## src/rtl/pp_dma_pkg.sv

```systemverilog
package pp_dma_pkg;

    localparam int MB_EN0   = 0;
    localparam int MB_DN0   = 1;
    localparam int MB_EN1   = 2;
    localparam int MB_DN1   = 3;
    localparam int MB_ACT   = 4;
    localparam int MB_GO    = 5;
    localparam int MB_HALT  = 6;
    localparam int MB_IE    = 7;
    localparam int MB_DW_LO = 9;
    localparam int MB_DIR   = 12;
    localparam int MB_SWAP  = 13;

    localparam logic [31:0] MODE_RW_MASK = 32'h000F_BFBF;

    localparam int WI_SET  = 0;
    localparam int WI_CLR  = 1;
    localparam int WI_FIFO = 2;
    localparam int WI_A0   = 3;
    localparam int WI_C0   = 4;

    typedef enum logic [1:0] {
        ST_IDLE,
        ST_SWITCH,
        ST_FETCH,
        ST_STORE
    } dma_state_e;

    function automatic int unsigned item_bytes(input logic [1:0] code);
        case (code)
            2'd0:    return 1;
            2'd1:    return 2;
            default: return 4;
        endcase
    endfunction

endpackage

```

## src/rtl/pp_dma_lane.sv

```systemverilog
module pp_dma_lane
    import pp_dma_pkg::*;
#(
    parameter int DATA_W = 32
) (
    input  logic [DATA_W-1:0] raw,
    input  logic [1:0]        width_code,
    input  logic              swap,
    output logic [DATA_W-1:0] lane
);
    localparam int NBYTES = DATA_W / 8;

    always_comb begin
        int unsigned nb;
        nb   = item_bytes(width_code);
        if (nb > NBYTES) nb = NBYTES;
        lane = '0;
        for (int i = 0; i < NBYTES; i++) begin
            if (i < int'(nb)) begin
                if (swap) lane[8*i +: 8] = raw[8*(int'(nb)-1-i) +: 8];
                else      lane[8*i +: 8] = raw[8*i +: 8];
            end
        end
    end
endmodule

```

## src/rtl/pp_dma_regs.sv

```systemverilog
module pp_dma_regs
    import pp_dma_pkg::*;
#(
    parameter int RA_W  = 5,
    parameter int CNT_W = 16,
    parameter int NBUF  = 2
) (
    input  logic            clk,
    input  logic            rst_n,
    input  logic            reg_we,
    input  logic [RA_W-1:0] reg_addr,
    input  logic [31:0]     reg_wdata,
    output logic [31:0]     reg_rdata,
    input  logic            step,
    input  logic            step_buf,
    input  logic            fin,
    input  logic            halted,
    output logic [31:0]     mode_o,
    output logic [31:0]     fifo_o,
    output logic [31:0]     mem0_o,
    output logic [31:0]     mem1_o,
    output logic            zero0_o,
    output logic            zero1_o
);
    localparam int WI_W = RA_W - 2;

    logic [WI_W-1:0]  widx;
    logic [31:0]      mode_q, mode_d, fifo_q;
    logic [31:0]      addr_q [NBUF];
    logic [CNT_W-1:0] cnt_q  [NBUF];
    logic [31:0]      step_inc;

    assign widx     = reg_addr[RA_W-1:2];
    assign step_inc = 32'(item_bytes(mode_q[MB_DW_LO +: 2]));

    always_comb begin
        int act;
        act    = int'(mode_q[MB_ACT]);
        mode_d = mode_q;
        if (fin) begin
            mode_d[MB_DN0 + 2*act] = 1'b1;
            mode_d[MB_EN0 + 2*act] = 1'b0;
            mode_d[MB_ACT]         = ~mode_q[MB_ACT];
        end
        if (reg_we && int'(widx) == WI_SET) mode_d = mode_d | (reg_wdata & MODE_RW_MASK);
        if (reg_we && int'(widx) == WI_CLR) mode_d = mode_d & ~(reg_wdata & MODE_RW_MASK);
    end

    always_ff @(posedge clk or negedge rst_n) begin
        if (!rst_n) begin
            mode_q <= '0;
            fifo_q <= '0;
        end else begin
            mode_q <= mode_d;
            if (reg_we && int'(widx) == WI_FIFO) fifo_q <= reg_wdata;
        end
    end

    for (genvar b = 0; b < NBUF; b++) begin : g_desc
        localparam int A_IDX = WI_A0 + 2*b;
        localparam int C_IDX = WI_C0 + 2*b;
        always_ff @(posedge clk or negedge rst_n) begin
            if (!rst_n) begin
                addr_q[b] <= '0;
                cnt_q[b]  <= '0;
            end else begin
                if (reg_we && int'(widx) == A_IDX)   addr_q[b] <= reg_wdata;
                else if (step && int'(step_buf) == b) addr_q[b] <= addr_q[b] + step_inc;
                if (reg_we && int'(widx) == C_IDX)   cnt_q[b]  <= reg_wdata[CNT_W-1:0];
                else if (step && int'(step_buf) == b) cnt_q[b]  <= cnt_q[b] - 1'b1;
            end
        end
    end

    always_comb begin
        reg_rdata = '0;
        case (int'(widx))
            WI_SET, WI_CLR: reg_rdata = mode_q | (32'(halted) << MB_HALT);
            WI_FIFO:        reg_rdata = fifo_q;
            WI_A0:          reg_rdata = addr_q[0];
            WI_C0:          reg_rdata = 32'(cnt_q[0]);
            WI_A0 + 2:      reg_rdata = addr_q[1];
            WI_C0 + 2:      reg_rdata = 32'(cnt_q[1]);
            default:        reg_rdata = '0;
        endcase
    end

    assign mode_o  = mode_q;
    assign fifo_o  = fifo_q;
    assign mem0_o  = addr_q[0];
    assign mem1_o  = addr_q[1];
    assign zero0_o = (cnt_q[0] == '0);
    assign zero1_o = (cnt_q[1] == '0);
endmodule

```

## src/rtl/pp_dma_fsm.sv

```systemverilog
module pp_dma_fsm
    import pp_dma_pkg::*;
(
    input  logic        clk,
    input  logic        rst_n,
    input  logic        go,
    input  logic        act,
    input  logic        en0,
    input  logic        en1,
    input  logic        zero0,
    input  logic        zero1,
    input  logic        dir_p2m,
    input  logic [31:0] mem0,
    input  logic [31:0] mem1,
    input  logic [31:0] fifo,
    input  logic        per_req,
    input  logic        bus_ack,
    input  logic [31:0] lane_data,
    output logic        bus_req,
    output logic        bus_we,
    output logic [31:0] bus_addr,
    output logic [31:0] bus_wdata,
    output logic        per_ack,
    output logic        step,
    output logic        step_buf,
    output logic        fin,
    output logic        halted
);
    dma_state_e  state_q, state_d;
    logic [31:0] src_q, dst_q, data_q;
    logic        buf_q;
    logic        act_en, act_zero;
    logic [31:0] act_mem;

    assign act_en   = act ? en1 : en0;
    assign act_zero = act ? zero1 : zero0;
    assign act_mem  = act ? mem1 : mem0;

    always_comb begin
        state_d = state_q;
        unique case (state_q)
            ST_IDLE:   if (go && act_en) begin
                           if (act_zero)     state_d = ST_SWITCH;
                           else if (per_req) state_d = ST_FETCH;
                       end
            ST_SWITCH: state_d = ST_IDLE;
            ST_FETCH:  if (bus_ack) state_d = ST_STORE;
            ST_STORE:  if (bus_ack) state_d = ST_IDLE;
            default:   state_d = ST_IDLE;
        endcase
    end

    always_ff @(posedge clk or negedge rst_n) begin
        if (!rst_n) state_q <= ST_IDLE;
        else        state_q <= state_d;
    end

    always_ff @(posedge clk or negedge rst_n) begin
        if (!rst_n) begin
            src_q  <= '0;
            dst_q  <= '0;
            data_q <= '0;
            buf_q  <= 1'b0;
        end else begin
            if (state_q == ST_IDLE && state_d == ST_FETCH) begin
                buf_q <= act;
                src_q <= dir_p2m ? fifo : act_mem;
                dst_q <= dir_p2m ? act_mem : fifo;
            end
            if (state_q == ST_FETCH && bus_ack) data_q <= lane_data;
        end
    end

    always_comb begin
        bus_req   = 1'b0;
        bus_we    = 1'b0;
        bus_addr  = '0;
        bus_wdata = '0;
        per_ack   = 1'b0;
        step      = 1'b0;
        fin       = 1'b0;
        halted    = 1'b0;
        unique case (state_q)
            ST_IDLE:   halted = ~go;
            ST_SWITCH: fin = 1'b1;
            ST_FETCH: begin
                bus_req  = 1'b1;
                bus_addr = src_q;
            end
            ST_STORE: begin
                bus_req   = 1'b1;
                bus_we    = 1'b1;
                bus_addr  = dst_q;
                bus_wdata = data_q;
                per_ack   = bus_ack;
                step      = bus_ack;
            end
            default: ;
        endcase
    end

    assign step_buf = buf_q;
endmodule

```

## src/rtl/pp_dma_chan.sv

```systemverilog
module pp_dma_chan
    import pp_dma_pkg::*;
#(
    parameter int RA_W  = 5,
    parameter int CNT_W = 16
) (
    input  logic            clk,
    input  logic            rst_n,
    input  logic            reg_we,
    input  logic [RA_W-1:0] reg_addr,
    input  logic [31:0]     reg_wdata,
    output logic [31:0]     reg_rdata,
    input  logic            per_req,
    output logic            per_ack,
    output logic            bus_req,
    output logic            bus_we,
    output logic [31:0]     bus_addr,
    output logic [31:0]     bus_wdata,
    input  logic [31:0]     bus_rdata,
    input  logic            bus_ack,
    output logic            irq
);
    logic [31:0] mode_w, fifo_w, mem0_w, mem1_w, lane_w;
    logic        zero0_w, zero1_w, step_w, step_buf_w, fin_w, halted_w;
    logic        go_w, dn0_w, dn1_w;

    assign go_w  = mode_w[MB_GO];
    assign dn0_w = mode_w[MB_DN0];
    assign dn1_w = mode_w[MB_DN1];

    pp_dma_regs #(.RA_W(RA_W), .CNT_W(CNT_W)) u_regs (
        .clk(clk), .rst_n(rst_n), .reg_we(reg_we), .reg_addr(reg_addr),
        .reg_wdata(reg_wdata), .reg_rdata(reg_rdata), .step(step_w),
        .step_buf(step_buf_w), .fin(fin_w), .halted(halted_w),
        .mode_o(mode_w), .fifo_o(fifo_w), .mem0_o(mem0_w), .mem1_o(mem1_w),
        .zero0_o(zero0_w), .zero1_o(zero1_w)
    );

    pp_dma_lane #(.DATA_W(32)) u_lane (
        .raw(bus_rdata), .width_code(mode_w[MB_DW_LO +: 2]),
        .swap(mode_w[MB_SWAP]), .lane(lane_w)
    );

    pp_dma_fsm u_fsm (
        .clk(clk), .rst_n(rst_n), .go(go_w), .act(mode_w[MB_ACT]),
        .en0(mode_w[MB_EN0]), .en1(mode_w[MB_EN1]), .zero0(zero0_w),
        .zero1(zero1_w), .dir_p2m(mode_w[MB_DIR]), .mem0(mem0_w),
        .mem1(mem1_w), .fifo(fifo_w), .per_req(per_req), .bus_ack(bus_ack),
        .lane_data(lane_w), .bus_req(bus_req), .bus_we(bus_we),
        .bus_addr(bus_addr), .bus_wdata(bus_wdata), .per_ack(per_ack),
        .step(step_w), .step_buf(step_buf_w), .fin(fin_w), .halted(halted_w)
    );

    assign irq = mode_w[MB_IE] & (dn0_w | dn1_w);
endmodule

```

## config.mk

```make
export PLATFORM = sky130hd
export DESIGN_NAME = pp_dma_chan
export DESIGN_NICKNAME = d
export VERILOG_FILES = /design/src/rtl/pp_dma_pkg.sv /design/src/rtl/pp_dma_lane.sv /design/src/rtl/pp_dma_regs.sv /design/src/rtl/pp_dma_fsm.sv /design/src/rtl/pp_dma_chan.sv
export SDC_FILE = /design/constraint.sdc
export NUM_CORES = 1
export LEC_CHECK = 0
export BUFFER_PORTS_ARGS = -buffer_cell sky130_fd_sc_hd__buf_2
export CAP_MARGIN = 20
export CORE_MARGIN = 2
export CORE_UTILIZATION = 50
export CTS_CLUSTER_DIAMETER = 60
export DETAILED_ROUTE_END_ITERATION = 16
export GPL_ROUTABILITY_DRIVEN = 0
export PLACE_DENSITY = 0.84
export SKIP_CTS_REPAIR_TIMING = 1
export SYNTH_ARGS = -nofsm -noshare
export SYNTH_HDL_FRONTEND = slang
export SYNTH_SLANG_ARGS = --single-unit
```

## constraint.sdc

```tcl
create_clock -name clk -period 2.8 [get_ports clk]
set_clock_uncertainty 0.05 [all_clocks]
set_input_delay 0.28 -clock clk [delete_from_list [all_inputs] [get_ports clk]]
set_output_delay 0.28 -clock clk [all_outputs]
set_load 0.02 [all_outputs]
```

# --- After elaboration in Yosys (flattened, before gate mapping) ---
# Index checks and enable logic that the tools add are counted.
totals:
  reg_bits: 259
  elab_cells: 132
op_classes:
  muxes: 44
  eq_ne: 17
  shift: 4
  n_reduce_logical: 26
  bitwise_logic: 12
  n_addsub: 9
  order_cmp: 9
op_table:
  columns: ["op", "n"]
  rows:
  - ["32-bit two-way mux", 11]
  - ["32-bit one-hot mux with 6 select lines", 1]
  - ["32-bit by 32-bit indexed part select with 8-bit output", 4]
  - ["32-bit adder", 2]
  - ["32-bit AND", 2]
  - ["16-bit two-way mux", 4]
  - ["8-bit two-way mux", 8]
  - ["32-bit one-hot mux with 2 select lines", 1]
  - ["29-bit by 3-bit subtractor with 29-bit output (second input constant)", 2]
  - ["32-bit by 1-bit >= comparator with 1-bit output (second input constant)", 1]
  - ["16-bit zero test", 2]
  - ["32-bit by 7-bit less-than comparator with 1-bit output (second input constant)", 1]
  - ["20-bit NOT with 32-bit output", 1]
  - ["3-bit NOT with 32-bit output", 1]
  - ["32-bit by 20-bit OR with 32-bit output", 1]
  - ["32-bit OR", 1]
  - ["32-bit by 7-bit OR with 32-bit output", 1]
  - ["16-bit by 1-bit subtractor with 16-bit output (second input constant)", 2]
  - ["29-bit by 2-bit subtractor with 29-bit output (second input constant)", 1]
  - ["3-bit == test (second input constant)", 7]
  - ["1-bit logical AND", 14]
  - ["3-bit by 2-bit == test with 1-bit output (second input constant)", 4]
  - ["2-bit two-way mux", 5]
  - ["1-bit two-way mux", 9]
  - ["other kinds (22)", 35]

# --- Depth between registers and ports, before layout ---
logic_depth:
  word_depth: 12
  mapped_depth: 10
  ltp_nobuf: 9

# --- Hierarchy ---
# A second synthesis with hierarchy kept.
hier_totals:
  cells_unflattened: 1621
  area_unflattened_um2: 15376.0
by_module_without_submodules:
  columns: ["module", "cells_per_inst", "instances", "seq_area_each_um2", "area_each_um2"]
  rows:
  - ["pp_dma_regs", 950, 1, 3653.5, 8580.7]
  - ["pp_dma_fsm", 514, 1, 2477.4, 5739.3]
  - ["pp_dma_lane", 156, 1, 0.0, 1048.5]
  - ["pp_dma_chan", 1, 1, 0.0, 7.5]

# --- Least setup slack after synthesis ---
# OpenSTA, ideal clock, no wires.
synth_timing:
  path_kind: "reg2reg"
  start: "reg (tool-made name)"
  end: "reg u_regs.addr_q (netlist bit u_regs.mem0_o[24])"
  path_slack_ps: -58
  period_less_slack_ps: 2858
  required_ps: 2667
  arrival_ps: 2726
  setup_ps: 83
  path_stages_with_launch: 11
  n_path_buf: 2
  cell_sequence: "dfrtp_1 > nor2_2 > clkbuf_1 > ha_1 > ha_1 > a21oi_1 > a2111oi_0 > buf_2 > nand4_1 > xor2_1 > o21ai_0"
synth_rtl:
  columns: ["item", "line", "source"]
  rows:
  - ["end, declared", "pp_dma_regs.sv:29", "logic [31:0] addr_q [NBUF];"]

==> out/qor.csv <==
metric;value;unit
Worst setup EP type;flop;
Avg WL per Cell;20.6;um
vias per inst;6.18;
Yosys reg bits;245;
Critical Path Start Type;flop;
arrival time at the worst endpoint;3.14;ns
most numerous cell in the Yosys netlist;dfrtp_1;
final setup fails;0;
Initial Util;51.1;%
Syn Inst Count;1626;
gr usage total;28.4;%
register area share after synthesis;41.5;%
fmax;363;MHz
largest cells by area after synthesis;dfrtp_1 41%, mux2i_1 7.9%, nand2_1 5.4%, o21ai_0 4.9%, a21oi_1 4.7%;
H-tree levels;1;
Leak Pwr;0.00753;uW
Register Area;6140;um2
Worst Reg-to-Reg Cells;10;
clk_lat worst skew;0.55;ns
Clock Tree Buf Depth;3;
DP Area;16200;um2
number of global-route vias before repair;13000;
critical path, cell by cell;and2b_1 -> inv_2 -> xnor2_1 -> ha_1 -> a21oi_1 -> a2111oi_4 -> clkdlybuf4s15_2 -> nand2_1 -> xor2_1 -> o21ai_0;
DR vias;13400;
top cells by count, synth;245 x dfrtp_1, 211 x nand2_1, 144 x o21ai_0, 140 x a21oi_1, 120 x nor2_1;
first-pass GRT wire length;70.2;mm
Multi-input gate area;8180;um2
Worst path max stage delay;0.46;ns
Synth top area share;41.5;%
Avg Inst Size Synth;9.10;um2
post-synthesis net count;1710;
Core Area;28900;um2
Slew Viols, Final;0;
share of post-route cells with drive strength above 1;20.0;%
Crit Path Max Fanout;6;
Data required, critical path;3.18;ns
width of the die;176;um
IO Port Bufs;171;
kind of critical path;flop to flop;
max cap viols;0;
largest net degree at the start of global routing;99;
# clock sinks;245;
Slew HR;44.0;%
Ports;174;
Worst Hold Class;input port to flop;
crit path time final;2.76;ns
YS warnings;0;
Top FF cell, synth;dfrtp_1;
slowest CP cell;dfrtp_1;
Pwr per Cell Area;855;nW/um2
Final Cycle Share;98.4;%
hold path depth;3;
CTS root buf;clkbuf_16;
Pre-antenna DRT Iters;8;
post-route cell area;17200;um2
FFs w/ async S/R, synth;100;%
# fillers;2332;
HPWL Detailed;31.0;mm
failing checks;hold timing;
GRT overflow;0;
row cnt;62;
Synth cell types;66;
final hold viol count;3;
die height;176;um
CTS clock-pin slew for the worst setup and hold paths;0.06;ns
nets;1853;
final wirelength;44.8;mm
initial antenna violation count;1;
initial drt markers;1866;
Total Die Area;31000;um2
leading area contributor after synthesis;dfrtp_1;
worst vdd ir;536;uV
Synth-to-Final Area Change;16.2;%
Post-synth EDFFs;0;
CTS tree;yes;
# DRC;0;
hold_ws;-0.0151;ns
Post-DRT Antenna Nets;0;
fin util;59.4;%
Post-Syn Area;14800;um2
outcome;finished, violations left;
Slew @ Worst Pin;0.841;ns
number of buffers created by CTS;26;
==> path summary, 6_finish.rpt <==
| path | from | slack, ns | end |
|---|---|---|---|
| setup / recovery | flop | 0.04 | u_regs.mem0_o[12] |
| hold / removal | reg_wdata[30] | -0.02 | u_regs.mem0_o[30] |
| setup reg to reg | flop | 0.04 | u_regs.mem0_o[12] |
| hold reg to reg | u_fsm.data_q[11] | 0.42 | u_fsm.data_q[11] |
| max in group asynchronous | rst_n | 1.52 | async pin |
| min in group asynchronous | rst_n | 0.31 | u_regs.cnt_q[4] |
==> cell families after synthesis <==
logic type                 share of synthesized area [%]
muxes                                               16.6
and+or+nand+nor                                     19.5
adders and majority gates                          0.846
buffers and inverters                               3.60
AOI/OAI and AO/OA                                   12.8
xor gates and xnor gates                            5.21
DFF                                                 41.5
==> worst max-delay path, delay by kind of cell, from the launching register on <==
family | cells | cell delay [ns]
AOI/OAI and AO/OA | 3 | 0.80
adders and majority gates | 1 | 0.21
DFF | 1 | 0.46
and+or+nand+nor | 2 | 0.32
buffers and inverters | 2 | 0.50
xor gates and xnor gates | 2 | 0.30
==> state kept, by name, summed over array words and instances, names as in the netlist, named ones only <==
register / count
u_fsm.data_q: 32
u_fsm.dst_q: 32
u_fsm.src_q: 32
u_regs.cnt_q: 32
u_regs.fifo_o: 32
u_regs.mem0_o: 32
u_regs.mem1_o: 32
u_regs.mode_o: 5
u_fsm.state_q: 2
u_fsm.step_buf: 1
==> per-stage QoR <==
step	setup slack (ns)	TNS, ns	power (uW)	hold WS (ns)	instances
3_5_place_dp	0.291	0	11000	0.339	2113
6_report	0.0437	0	14700	-0.0151	2172
5_1_grt	-0.00762	-0.0122	15500	0.000762	2172
4_1_cts	-0.0656	-0.111	14600	-0.239	2159
2_1_floorplan	0.0764	0	9320	-0.0656	1626
3_3_place_gp	0.379	0	10700	0.337	2113
==> metal layers <==
metal	GRT usage, %	vias to the layer above	wire length (um)
met4	11.8	0	2190
met2	44.6	767	20100
met3	5.81	185	4500
met5	0	-	0
met1	38.4	6451	18000
li1	-	6020	-
==> final cells by class <==
class / instances / area share [%]
sequential: 245 / 35.7
timing repair buffer: 235 / 8.45
tap: 384 / 2.80
multi-input combinational: 1247 / 47.6
clock buffer: 33 / 4.23
antenna: 1 / 0.0146
clock inverter: 13 / 0.852
inverter: 14 / 0.306
==> report_power, final <==
| part | internal, uW | switching, uW | leakage, uW |
|---|---|---|---|
| registers | 4700 | 1240 | 0.00300 |
| clock network | 2030 | 1480 | 0.000415 |
| logic | 2240 | 3000 | 0.00412 |
==> placed cells by master, fill, tap and decap left out, types with 5 or more instances in the layout <==
cell | netlist | routed
xor2_1 | 34 | 34
nor3_1 | 20 | 18
mux2i_1 | 116 | 116
or3_1 | 5 | 5
clkinvlp_4 | 0 | 5
buf_2 | 19 | 170
a31oi_1 | 8 | 8
clkbuf_8 | 0 | 5
clkbuf_16 | 0 | 26
nand3_1 | 26 | 26
a21oi_1 | 140 | 140
dfrtp_1 | 245 | 240
buf_12 | 0 | 5
and3_1 | 42 | 42
dlygate4sd3_1 | 0 | 11
nor2_1 | 120 | 117
ha_1 | 10 | 10
buf_4 | 1 | 44
nand4_1 | 22 | 22
a2111oi_0 | 9 | 8
mux2_1 | 50 | 50
and4_1 | 5 | 5
nor4_1 | 17 | 16
inv_1 | 13 | 12
and2_1 | 6 | 6
or4_1 | 9 | 9
xnor2_1 | 54 | 54
nor2b_1 | 61 | 61
mux2_2 | 49 | 49
o22ai_1 | 6 | 6
nand2b_1 | 6 | 6
nand2_1 | 211 | 211
mux4_2 | 8 | 8
a21o_1 | 9 | 9
o21ai_0 | 144 | 144
Power figures use the tool's default switching activity.
